$ cat config.mk
export PLATFORM = sky130hd
export DESIGN_NAME = iram_core
export DESIGN_NICKNAME = d
export VERILOG_FILES = /design/src/rtl/iram_pkg.sv /design/src/rtl/iram_rst_sync.sv /design/src/rtl/iram_addr_map.sv /design/src/rtl/iram_sp_unit.sv /design/src/rtl/iram_array.sv /design/src/rtl/iram_core.sv
export SDC_FILE = /design/constraint.sdc
export NUM_CORES = 1
export LEC_CHECK = 0
export ABC_AREA = 1
export BUFFER_PORTS_ARGS = -buffer_cell sky130_fd_sc_hd__clkbuf_2
export CAP_MARGIN = 20
export CELL_PAD_IN_SITES_DETAIL_PLACEMENT = 1
export CELL_PAD_IN_SITES_GLOBAL_PLACEMENT = 1
export CORE_AREA = 5 5 371 227
export CTS_CLUSTER_DIAMETER = 200
export DETAILED_ROUTE_END_ITERATION = 8
export DIE_AREA = 0 0 376 232
export PLACE_DENSITY = 0.91
export SYNTH_ARGS = -nofsm -noshare
export SYNTH_HDL_FRONTEND = slang
export SYNTH_SLANG_ARGS = --single-unit
$ cat constraint.sdc
create_clock -name clk -period 1.3 [get_ports clk]
set_input_delay 0.26 -clock clk [delete_from_list [all_inputs] [get_ports clk]]
set_output_delay 0.26 -clock clk [all_outputs]
set_load 0.005 [all_outputs]
$ cat src/rtl/iram_pkg.sv
`timescale 1ns/1ps
package iram_pkg;
  localparam int DEPTH     = 128;
  localparam int DW        = 8;
  localparam int AW        = $clog2(DEPTH);
  localparam int BANKS     = 4;
  localparam int REGS      = 8;
  localparam int BANK_W    = $clog2(BANKS);
  localparam int REG_W     = $clog2(REGS);
  localparam int BIT_IW    = $clog2(DW);
  localparam int BIT_BASE  = 32;
  localparam int SP_RST    = 7;
  localparam int SYNC_STG  = 2;

  typedef enum logic [2:0] {
    GR_NONE, GR_PUSH, GR_POP, GR_REG, GR_BYTE, GR_BIT
  } grant_e;
endpackage

$ cat src/rtl/iram_rst_sync.sv
`timescale 1ns/1ps
module iram_rst_sync #(
  parameter int STAGES = 2
) (
  input  logic clk,
  input  logic rst_n,
  output logic rst_sync_n
);
  logic [STAGES-1:0] stg_q;
  logic [STAGES-1:0] stg_d;

  always_comb begin
    stg_d = {stg_q[STAGES-2:0], 1'b1};
  end

  always_ff @(posedge clk or negedge rst_n) begin
    if (!rst_n) stg_q <= '0;
    else        stg_q <= stg_d;
  end

  assign rst_sync_n = stg_q[STAGES-1];
endmodule

$ cat src/rtl/iram_addr_map.sv
`timescale 1ns/1ps
module iram_addr_map
  import iram_pkg::*;
(
  input  logic [BANK_W-1:0] bank_sel,
  input  logic [REG_W-1:0]  reg_num,
  input  logic              byte_ptr,
  input  logic [AW-1:0]     bit_addr,
  output logic [AW-1:0]     reg_addr,
  output logic [AW-1:0]     ptr_addr,
  output logic [AW-1:0]     bit_byte_addr,
  output logic [BIT_IW-1:0] bit_idx
);
  localparam int LOC_W = BANK_W + REG_W;

  logic [LOC_W-1:0] reg_loc;
  logic [LOC_W-1:0] ptr_loc;

  always_comb begin
    reg_loc       = {bank_sel, reg_num};
    ptr_loc       = {bank_sel, {(REG_W-1){1'b0}}, byte_ptr};
    reg_addr      = AW'(reg_loc);
    ptr_addr      = AW'(ptr_loc);
    bit_byte_addr = AW'(BIT_BASE) + AW'(bit_addr[AW-1:BIT_IW]);
    bit_idx       = bit_addr[BIT_IW-1:0];
  end
endmodule

$ cat src/rtl/iram_sp_unit.sv
`timescale 1ns/1ps
module iram_sp_unit
  import iram_pkg::*;
(
  input  logic          clk,
  input  logic          rst_n,
  input  logic          push_go,
  input  logic          pop_go,
  output logic [AW-1:0] sp,
  output logic [AW-1:0] sp_inc
);
  logic [AW-1:0] sp_q;
  logic [AW-1:0] sp_d;
  logic          sp_en;

  always_comb begin
    sp_inc = sp_q + AW'(1);
    sp_en  = push_go | pop_go;
    sp_d   = sp_q;
    if (push_go)     sp_d = sp_inc;
    else if (pop_go) sp_d = sp_q - AW'(1);
  end

  always_ff @(posedge clk or negedge rst_n) begin
    if (!rst_n)     sp_q <= AW'(SP_RST);
    else if (sp_en) sp_q <= sp_d;
  end

  assign sp = sp_q;
endmodule

$ cat src/rtl/iram_array.sv
`timescale 1ns/1ps
module iram_array
  import iram_pkg::*;
(
  input  logic          clk,
  input  logic          wen,
  input  logic [AW-1:0] waddr,
  input  logic [DW-1:0] wdata,
  input  logic [AW-1:0] raddr,
  output logic [DW-1:0] rdata,
  input  logic [AW-1:0] paddr,
  output logic [AW-1:0] pdata
);
  logic [DW-1:0] mem [DEPTH];

  always_ff @(posedge clk) begin
    if (wen) mem[waddr] <= wdata;
  end

  always_comb begin
    rdata = mem[raddr];
    pdata = mem[paddr][AW-1:0];
  end
endmodule

$ cat src/rtl/iram_core.sv
`timescale 1ns/1ps
module iram_core
  import iram_pkg::*;
(
  input  logic              clk,
  input  logic              rst_n,
  input  logic [BANK_W-1:0] bank_sel,
  input  logic              reg_req,
  input  logic              reg_wr,
  input  logic [REG_W-1:0]  reg_num,
  input  logic [DW-1:0]     reg_wdata,
  input  logic              byte_req,
  input  logic              byte_wr,
  input  logic              byte_ind,
  input  logic              byte_ptr,
  input  logic [AW-1:0]     byte_addr,
  input  logic [DW-1:0]     byte_wdata,
  input  logic              bit_req,
  input  logic              bit_wr,
  input  logic [AW-1:0]     bit_addr,
  input  logic              bit_val,
  input  logic              push,
  input  logic              pop,
  input  logic [DW-1:0]     push_data,
  output logic [DW-1:0]     rd_data,
  output logic              rd_bit,
  output logic [AW-1:0]     sp
);
  logic              rst_sync_n;
  logic [AW-1:0]     reg_addr, ptr_addr, bit_byte_addr, ptr_val, eff_addr;
  logic [BIT_IW-1:0] bit_idx;
  logic              push_go, pop_go;
  logic [AW-1:0]     sp_inc;
  grant_e            gnt;
  logic              wen, ld_byte, ld_bit;
  logic [AW-1:0]     waddr, raddr;
  logic [DW-1:0]     wdata, arr_rdata, bit_mod;
  logic [DW-1:0]     rd_data_q;
  logic              rd_bit_q;

  iram_rst_sync #(.STAGES(SYNC_STG)) u_sync (
    .clk(clk), .rst_n(rst_n), .rst_sync_n(rst_sync_n)
  );

  iram_addr_map u_map (
    .bank_sel(bank_sel), .reg_num(reg_num), .byte_ptr(byte_ptr),
    .bit_addr(bit_addr), .reg_addr(reg_addr), .ptr_addr(ptr_addr),
    .bit_byte_addr(bit_byte_addr), .bit_idx(bit_idx)
  );

  always_comb begin
    push_go  = rst_sync_n & push & ~pop;
    pop_go   = rst_sync_n & pop & ~push;
    eff_addr = byte_ind ? ptr_val : byte_addr;
  end

  iram_sp_unit u_sp (
    .clk(clk), .rst_n(rst_sync_n), .push_go(push_go), .pop_go(pop_go),
    .sp(sp), .sp_inc(sp_inc)
  );

  always_comb begin
    gnt = GR_NONE;
    if (rst_sync_n) begin
      if (push_go)       gnt = GR_PUSH;
      else if (pop_go)   gnt = GR_POP;
      else if (reg_req)  gnt = GR_REG;
      else if (byte_req) gnt = GR_BYTE;
      else if (bit_req)  gnt = GR_BIT;
    end
  end

  for (genvar gi = 0; gi < DW; gi++) begin : g_bitmod
    assign bit_mod[gi] = (bit_idx == BIT_IW'(gi)) ? bit_val : arr_rdata[gi];
  end

  always_comb begin
    wen     = 1'b0;
    waddr   = sp_inc;
    wdata   = push_data;
    raddr   = sp;
    ld_byte = 1'b0;
    ld_bit  = 1'b0;
    unique case (gnt)
      GR_PUSH: begin
        wen = 1'b1;
      end
      GR_POP: begin
        ld_byte = 1'b1;
      end
      GR_REG: begin
        raddr   = reg_addr;
        waddr   = reg_addr;
        wdata   = reg_wdata;
        wen     = reg_wr;
        ld_byte = ~reg_wr;
      end
      GR_BYTE: begin
        raddr   = eff_addr;
        waddr   = eff_addr;
        wdata   = byte_wdata;
        wen     = byte_wr;
        ld_byte = ~byte_wr;
      end
      GR_BIT: begin
        raddr  = bit_byte_addr;
        waddr  = bit_byte_addr;
        wdata  = bit_mod;
        wen    = bit_wr;
        ld_bit = ~bit_wr;
      end
      default: begin
        wen = 1'b0;
      end
    endcase
  end

  iram_array u_arr (
    .clk(clk), .wen(wen), .waddr(waddr), .wdata(wdata),
    .raddr(raddr), .rdata(arr_rdata), .paddr(ptr_addr), .pdata(ptr_val)
  );

  always_ff @(posedge clk or negedge rst_sync_n) begin
    if (!rst_sync_n)  rd_data_q <= '0;
    else if (ld_byte) rd_data_q <= arr_rdata;
  end

  always_ff @(posedge clk or negedge rst_sync_n) begin
    if (!rst_sync_n) rd_bit_q <= 1'b0;
    else if (ld_bit) rd_bit_q <= arr_rdata[bit_idx];
  end

  assign rd_data = rd_data_q;
  assign rd_bit  = rd_bit_q;
endmodule

==> results of run 1 <==
[layer usage]
metal,global-route usage [%],overflow
met1,84.5,23
met2,91.8,120
met3,79.7,30
met4,80.8,138
met5,63.0,6
[logic make-up after synthesis]
family	after synthesis	share of synthesized area [%]
compound gates	102	1.33
xor+xnor	6	0.120
other cells	1	0.00853
simple gates	2405	24.1
flops	1042	71.0
buf+inv	324	3.39
fa+ha+maj	2	0.0569
[metrics by stage]
step	instances	hold slack (ns)
after floorplan	3882	-0.0356
after detailed placement	5372	0.0494
after global placement	5372	0.0489
after CTS	5593	0.165
[timing repair]
action | CTS
pin swaps | 20
cloned | 8
endpoints found under the hold margin | 3
endpoints found under the setup margin | 2079
buffers inserted | 34
gates resized for setup | 109
hold buffers | 3
==> flow_results.xml, run 1 <==
<?xml version="1.0" encoding="UTF-8"?>
<metrics>
  <group name="yosys">
    <metric name="yosys_register_bits" unit="">1042</metric>
    <metric name="synthesis.nets" unit="">3940</metric>
    <metric name="async_reset_ff_share" unit="%">1.73</metric>
    <metric name="post-synth-top-count-cell" unit="">nand3_1</metric>
    <metric name="synth_top_area_cell" unit="">edfxtp_1</metric>
    <metric name="post-synth-top-area-fraction" unit="%">70.0</metric>
    <metric name="post_synth_main_area_contributors" unit="">edfxtp_1 (70%), nand3_1 (14%), nand2_1 (8.6%), buf_2 (2.1%), nor2_1 (1.6%)</metric>
    <metric name="synth.avg_cell_area" unit="µm²">11.3</metric>
    <metric name="mappedNetlistArea" unit="µm²">44000</metric>
    <metric name="seq_area_frac_synth" unit="%">71.0</metric>
    <metric name="synth_cells" unit="">3882</metric>
    <metric name="synth_warnings" unit="">0</metric>
    <metric name="synth_edf_count" unit="">1024</metric>
    <metric name="yosys-top-cells-count" unit="">nand3_1 (1,186), edfxtp_1 (1,024), nand2_1 (1,009)</metric>
    <metric name="ys.flop_type" unit="">edfxtp_1</metric>
    <metric name="yosys.cell_types.count" unit="">35</metric>
  </group>
  <group name="timing">
    <metric name="crit_endpoint" unit="">u_arr.mem[45][4]$_DFFE_PP_/D</metric>
    <metric name="worstEpCategory" unit="">register input</metric>
  </group>
  <group name="place">
    <metric name="gp_congestion" unit="">0.994</metric>
    <metric name="placement.setup.worst_slack" unit="ns">-3.32</metric>
    <metric name="numPortBuffers" unit="">71</metric>
    <metric name="post_dp_cell_area" unit="µm²">50400</metric>
    <metric name="dp.final_hpwl" unit="µm">124000</metric>
  </group>
  <group name="run_status">
    <metric name="toolErrorMsg" unit="">[ERROR GRT-0232] Routing congestion too high. Check the congestion heatmap in the GUI.</metric>
    <metric name="run_status" unit="">did not finish</metric>
    <metric name="lastStage" unit="">global routing (5_1_grt)</metric>
  </group>
  <group name="clock_network">
    <metric name="numCtsBuffers" unit="">94</metric>
    <metric name="htreeDepth" unit="">3</metric>
    <metric name="clock-sinks" unit="">1042</metric>
    <metric name="clock_tree_root" unit="">clkbuf_16</metric>
    <metric name="clockBufferDepth" unit="">3</metric>
  </group>
  <group name="global_route">
    <metric name="globalRouteOverflowTotal" unit="">317</metric>
    <metric name="gr-usage-all-layers" unit="%">84.4</metric>
    <metric name="grt_start_max_net_pins" unit="">65</metric>
    <metric name="grt_antenna_before_repair" unit="">57</metric>
  </group>
  <group name="die">
    <metric name="num_io_pins" unit="">72</metric>
    <metric name="fp-row-count" unit="">81</metric>
    <metric name="floorplan.initialDensity" unit="%">54.6</metric>
    <metric name="die-width" unit="µm">376</metric>
    <metric name="chipHeight" unit="µm">232</metric>
  </group>
</metrics>
==> run 2: changes to the inputs <==
- CELL_PAD_IN_SITES_DETAIL_PLACEMENT: 1 -> default
- CELL_PAD_IN_SITES_GLOBAL_PLACEMENT: 1 -> default
- CORE_AREA: 5 5 371 227 -> 5 5 338 340
- CTS_CLUSTER_DIAMETER: 200 -> default
- DIE_AREA: 0 0 376 232 -> 0 0 343 345
- PLACE_DENSITY: 0.91 -> default
- PLACE_DENSITY_LB_ADDON: default -> 0.15
==> run 2 against run 1 <==
  * Synthesized area did not move
  * The flow now finishes, with violations (setup timing)
  * Synthesized cell count did not move
==> flow_results.xml, run 2 <==
<?xml version="1.0" encoding="UTF-8"?>
<metrics>
  <group name="run">
    <metric name="drv_cap" unit="">0</metric>
  </group>
  <group name="die">
    <metric name="die_area" unit="µm²">118000</metric>
    <metric name="floorplan.initialDensity" unit="%">39.5</metric>
    <metric name="die-width" unit="µm">343</metric>
    <metric name="fp-row-count" unit="">123</metric>
    <metric name="coreArea" unit="µm²">111000</metric>
    <metric name="chipHeight" unit="µm">345</metric>
    <metric name="num_io_pins" unit="">72</metric>
  </group>
  <group name="timing">
    <metric name="worst-slew-pin-transition" unit="ns">1.10</metric>
    <metric name="final.setup.tns" unit="ns">-5045.55</metric>
    <metric name="maximum_frequency_from_static_timing_analysis" unit="MHz">247</metric>
    <metric name="fin_skew" unit="ns">0.0313</metric>
    <metric name="worst_slack" unit="ns">-2.75</metric>
    <metric name="layout_min_cycle_time" unit="ns">4.05</metric>
    <metric name="slew_viol_final" unit="">0</metric>
    <metric name="setup_viol" unit="">2079</metric>
    <metric name="grt_setup_unrepaired" unit="">yes</metric>
    <metric name="timing.final.crit_share" unit="%">312</metric>
    <metric name="hold_violations" unit="">0</metric>
    <metric name="worst_slew_margin_rel" unit="%">26.4</metric>
  </group>
  <group name="global_route">
    <metric name="grt_pass1_wl" unit="µm">216000</metric>
    <metric name="globalRouteOverflowTotal" unit="">0</metric>
    <metric name="gr-usage-all-layers" unit="%">24.3</metric>
    <metric name="grt_start_max_net_pins" unit="">49</metric>
    <metric name="grt_pass1_vias" unit="">32300</metric>
    <metric name="grt_antenna_before_repair" unit="">2</metric>
  </group>
  <group name="worst_setup_path">
    <metric name="rrSetupSlack" unit="ns">-2.75</metric>
    <metric name="r2r-end" unit="">u_arr.mem[115][1]$_DFFE_PP_</metric>
    <metric name="timing.critical_path.slowest_stage_cell" unit="">dfrtp_4</metric>
    <metric name="critPathRequiredTime" unit="ns">1.74</metric>
    <metric name="timing.critical_path.fanout_max" unit="">8</metric>
    <metric name="critical-path-max-stage-delay" unit="ns">0.50</metric>
    <metric name="cp_common_cell" unit="">nand3_1</metric>
    <metric name="endpoint_kind" unit="">flop</metric>
    <metric name="critical_path_class" unit="">flop to flop</metric>
    <metric name="critical_path_arrival" unit="ns">4.49</metric>
    <metric name="rr_startpoint" unit="">u_sync.stg_q[1]$_DFF_PN0_</metric>
    <metric name="rr_worst_depth" unit="">29</metric>
    <metric name="startpoint_type" unit="">flop</metric>
  </group>
  <group name="yosys">
    <metric name="post-synth-top-count-cell" unit="">nand3_1</metric>
    <metric name="synth_top_area_cell" unit="">edfxtp_1</metric>
    <metric name="mappedNetlistArea" unit="µm²">44000</metric>
    <metric name="post-synth-top-area-fraction" unit="%">70.0</metric>
    <metric name="synth_warnings" unit="">0</metric>
    <metric name="synth_edf_count" unit="">1024</metric>
    <metric name="ys.flop_type" unit="">edfxtp_1</metric>
    <metric name="seq_area_frac_synth" unit="%">71.0</metric>
    <metric name="synth.avg_cell_area" unit="µm²">11.3</metric>
    <metric name="yosys.cell_types.count" unit="">35</metric>
    <metric name="synth_cells" unit="">3882</metric>
    <metric name="yosys-top-cells-count" unit="">nand3_1 (1,186), edfxtp_1 (1,024), nand2_1 (1,009)</metric>
    <metric name="async_reset_ff_share" unit="%">1.73</metric>
    <metric name="synthesis.nets" unit="">3940</metric>
    <metric name="post_synth_main_area_contributors" unit="">edfxtp_1 (70%), nand3_1 (14%), nand2_1 (8.6%), buf_2 (2.1%), nor2_1 (1.6%)</metric>
    <metric name="yosys_register_bits" unit="">1042</metric>
  </group>
  <group name="clock_network">
    <metric name="tritoncts" unit="">yes</metric>
    <metric name="htreeDepth" unit="">3</metric>
    <metric name="clk_pin_slew_worst_paths" unit="ns">0.06</metric>
    <metric name="clockBufferDepth" unit="">3</metric>
    <metric name="numCtsBuffers" unit="">112</metric>
    <metric name="clock-sinks" unit="">1042</metric>
    <metric name="insertion_delay" unit="ns">0.71</metric>
    <metric name="clock_tree_root" unit="">clkbuf_16</metric>
  </group>
  <group name="place">
    <metric name="placement.setup.worst_slack" unit="ns">-3.17</metric>
    <metric name="numPlacedInstances" unit="">5834</metric>
    <metric name="gp_congestion" unit="">0.883</metric>
    <metric name="dp.final_hpwl" unit="µm">94000</metric>
    <metric name="numPortBuffers" unit="">71</metric>
    <metric name="post_dp_cell_area" unit="µm²">51500</metric>
  </group>
  <group name="layout">
    <metric name="postLayoutCellArea" unit="µm²">59200</metric>
    <metric name="layout.nets" unit="">4640</metric>
    <metric name="nFillCells" unit="">9510</metric>
    <metric name="registers.top_by_ff_count" unit="">u_arr.mem</metric>
    <metric name="final_common_cell" unit="">edfxtp_1</metric>
    <metric name="layout_common_cells" unit="">edfxtp_1 (1,024), nand3_1 (992), nand2_1 (985), buf_4 (497), nor2_1 (173)</metric>
    <metric name="number_of_cells_in_the_finished_layout_apart_from_fillers" unit="">6178</metric>
    <metric name="layout_cell_share_with_drive_strength_beyond_1" unit="%">27.0</metric>
    <metric name="postLayoutCoreUtil" unit="%">53.2</metric>
    <metric name="largest_register_ff_count" unit="">1024</metric>
    <metric name="areaGrowthSynthToFinish" unit="%">34.7</metric>
    <metric name="n_antenna_cell" unit="">0</metric>
  </group>
  <group name="run_status">
    <metric name="run_status" unit="">finished with violations</metric>
    <metric name="failing_checks" unit="">setup timing</metric>
  </group>
  <group name="power_and_ir_drop">
    <metric name="p_seq_share" unit="%">33.7</metric>
    <metric name="pwr-share-comb" unit="%">39.1</metric>
    <metric name="share_clk_of_total_power" unit="%">27.1</metric>
    <metric name="power_switching_share" unit="%">35.1</metric>
    <metric name="power_density" unit="nW/µm²">1930</metric>
    <metric name="power_switching" unit="µW">40100</metric>
    <metric name="leakage_power_of_the_design" unit="µW">0.0225</metric>
    <metric name="irDropWorstVdd" unit="µV">1210</metric>
    <metric name="cell_internal_pwr" unit="µW">74200</metric>
  </group>
  <group name="worst_hold_path">
    <metric name="hold_class" unit="">primary input to flop</metric>
    <metric name="number_of_stages_on_the_worst_hold_path" unit="">6</metric>
    <metric name="timing.hold.worst_endpoint" unit="">rd_bit$_DFFE_PN0P_</metric>
    <metric name="hold_start" unit="">bit_addr[2]</metric>
  </group>
  <group name="drt">
    <metric name="dr_wl_cell" unit="µm">24.5</metric>
    <metric name="wirelength" unit="µm">151000</metric>
    <metric name="vias" unit="">33500</metric>
    <metric name="route.antenna.remaining_nets" unit="">0</metric>
    <metric name="drt_pass1_iterations" unit="">6</metric>
    <metric name="drt_first_iter_violations" unit="">3976</metric>
    <metric name="avgViaCountPerCell" unit="">5.41</metric>
    <metric name="remaining_drc_errors" unit="">0</metric>
  </group>
</metrics>
run 2: worst max-delay path, delay by kind of cell (launching register included):
family	cells	cell delay, ns
buf+inv	9	1.28
compound gates	1	0.05
simple gates	19	1.92
flops	1	0.50
run 2: cell type report:
type | instances | area [µm²] | area share (%)
Clock buffer | 136 | 2910 | 4.92
Clock inverter | 74 | 601 | 1.01
Inverter | 63 | 269 | 0.454
Multi-Input combinational cell | 2516 | 12700 | 21.4
Sequential cell | 1042 | 31200 | 52.7
Tap cell | 1500 | 1880 | 3.17
Timing Repair Buffer | 846 | 9640 | 16.3
Timing Repair inverter | 1 | 8.76 | 0.0148
run 2: power by group through the flow:
stage,registers (µW),logic (µW),clock network [µW]
5_1_grt,38600,47300,32800
4_1_cts,38500,41000,31400
3_3_place_gp,39200,35400,0
2_1_floorplan,39600,17800,0
3_5_place_dp,39200,35500,0
6_report,38600,44700,31000
run 2: logic make-up after synthesis:
group	after synthesis	share of synthesized area (%)
xor gates and xnor gates	6	0.120
buffers and inverters	324	3.39
AOI/OAI and AO/OA	102	1.33
DFF	1042	71.0
adders and majority gates	2	0.0569
and+or+nand+nor	2405	24.1
other	1	0.00853
run 2: per-layer routing:
layer | routed length [µm] | track usage (%) | vias up
met5 | 0 | 0 | -
met4 | 5300 | 7.39 | 0
met3 | 9570 | 3.40 | 254
met2 | 73700 | 40.3 | 1222
met1 | 62700 | 33.4 | 16600
li1 | - | - | 15300
run 2: worst max-delay path by stage:
stage	from	end
after detailed placement	u_sync.stg_q[1]$_DFF_PN0_	u_arr.mem[45][1]$_DFFE_PP_
after global placement	u_sync.stg_q[1]$_DFF_PN0_	u_arr.mem[45][1]$_DFFE_PP_
after global routing	u_sync.stg_q[1]$_DFF_PN0_	u_arr.mem[107][0]$_DFFE_PP_
after CTS	u_sync.stg_q[1]$_DFF_PN0_	u_arr.mem[126][1]$_DFFE_PP_
after floorplan	u_sync.stg_q[1]$_DFF_PN0_	u_arr.mem[0][1]$_DFFE_PP_
final	u_sync.stg_q[1]$_DFF_PN0_	u_arr.mem[115][1]$_DFFE_PP_
run 2: timing repair:
item                                   4_1_cts  5_1_grt
buffers inserted                            53       27
resized for setup                          197      223
setup endpoints to repair                 2079     2079
endpoints found under the hold margin        3        0
pin swaps                                   34       68
hold buffers                                 3        0
cloned                                      30       27
run 2: per-stage QoR:
step                hold WS (ns)  power, µW
detailed placement        0.0878      74700
floorplan                -0.0356      57400
global placement          0.0920      74700
finish                    0.0892     114000
CTS                       0.0499     111000
global route              0.0905     119000
No activity file was read; power rests on OpenSTA's default activity.
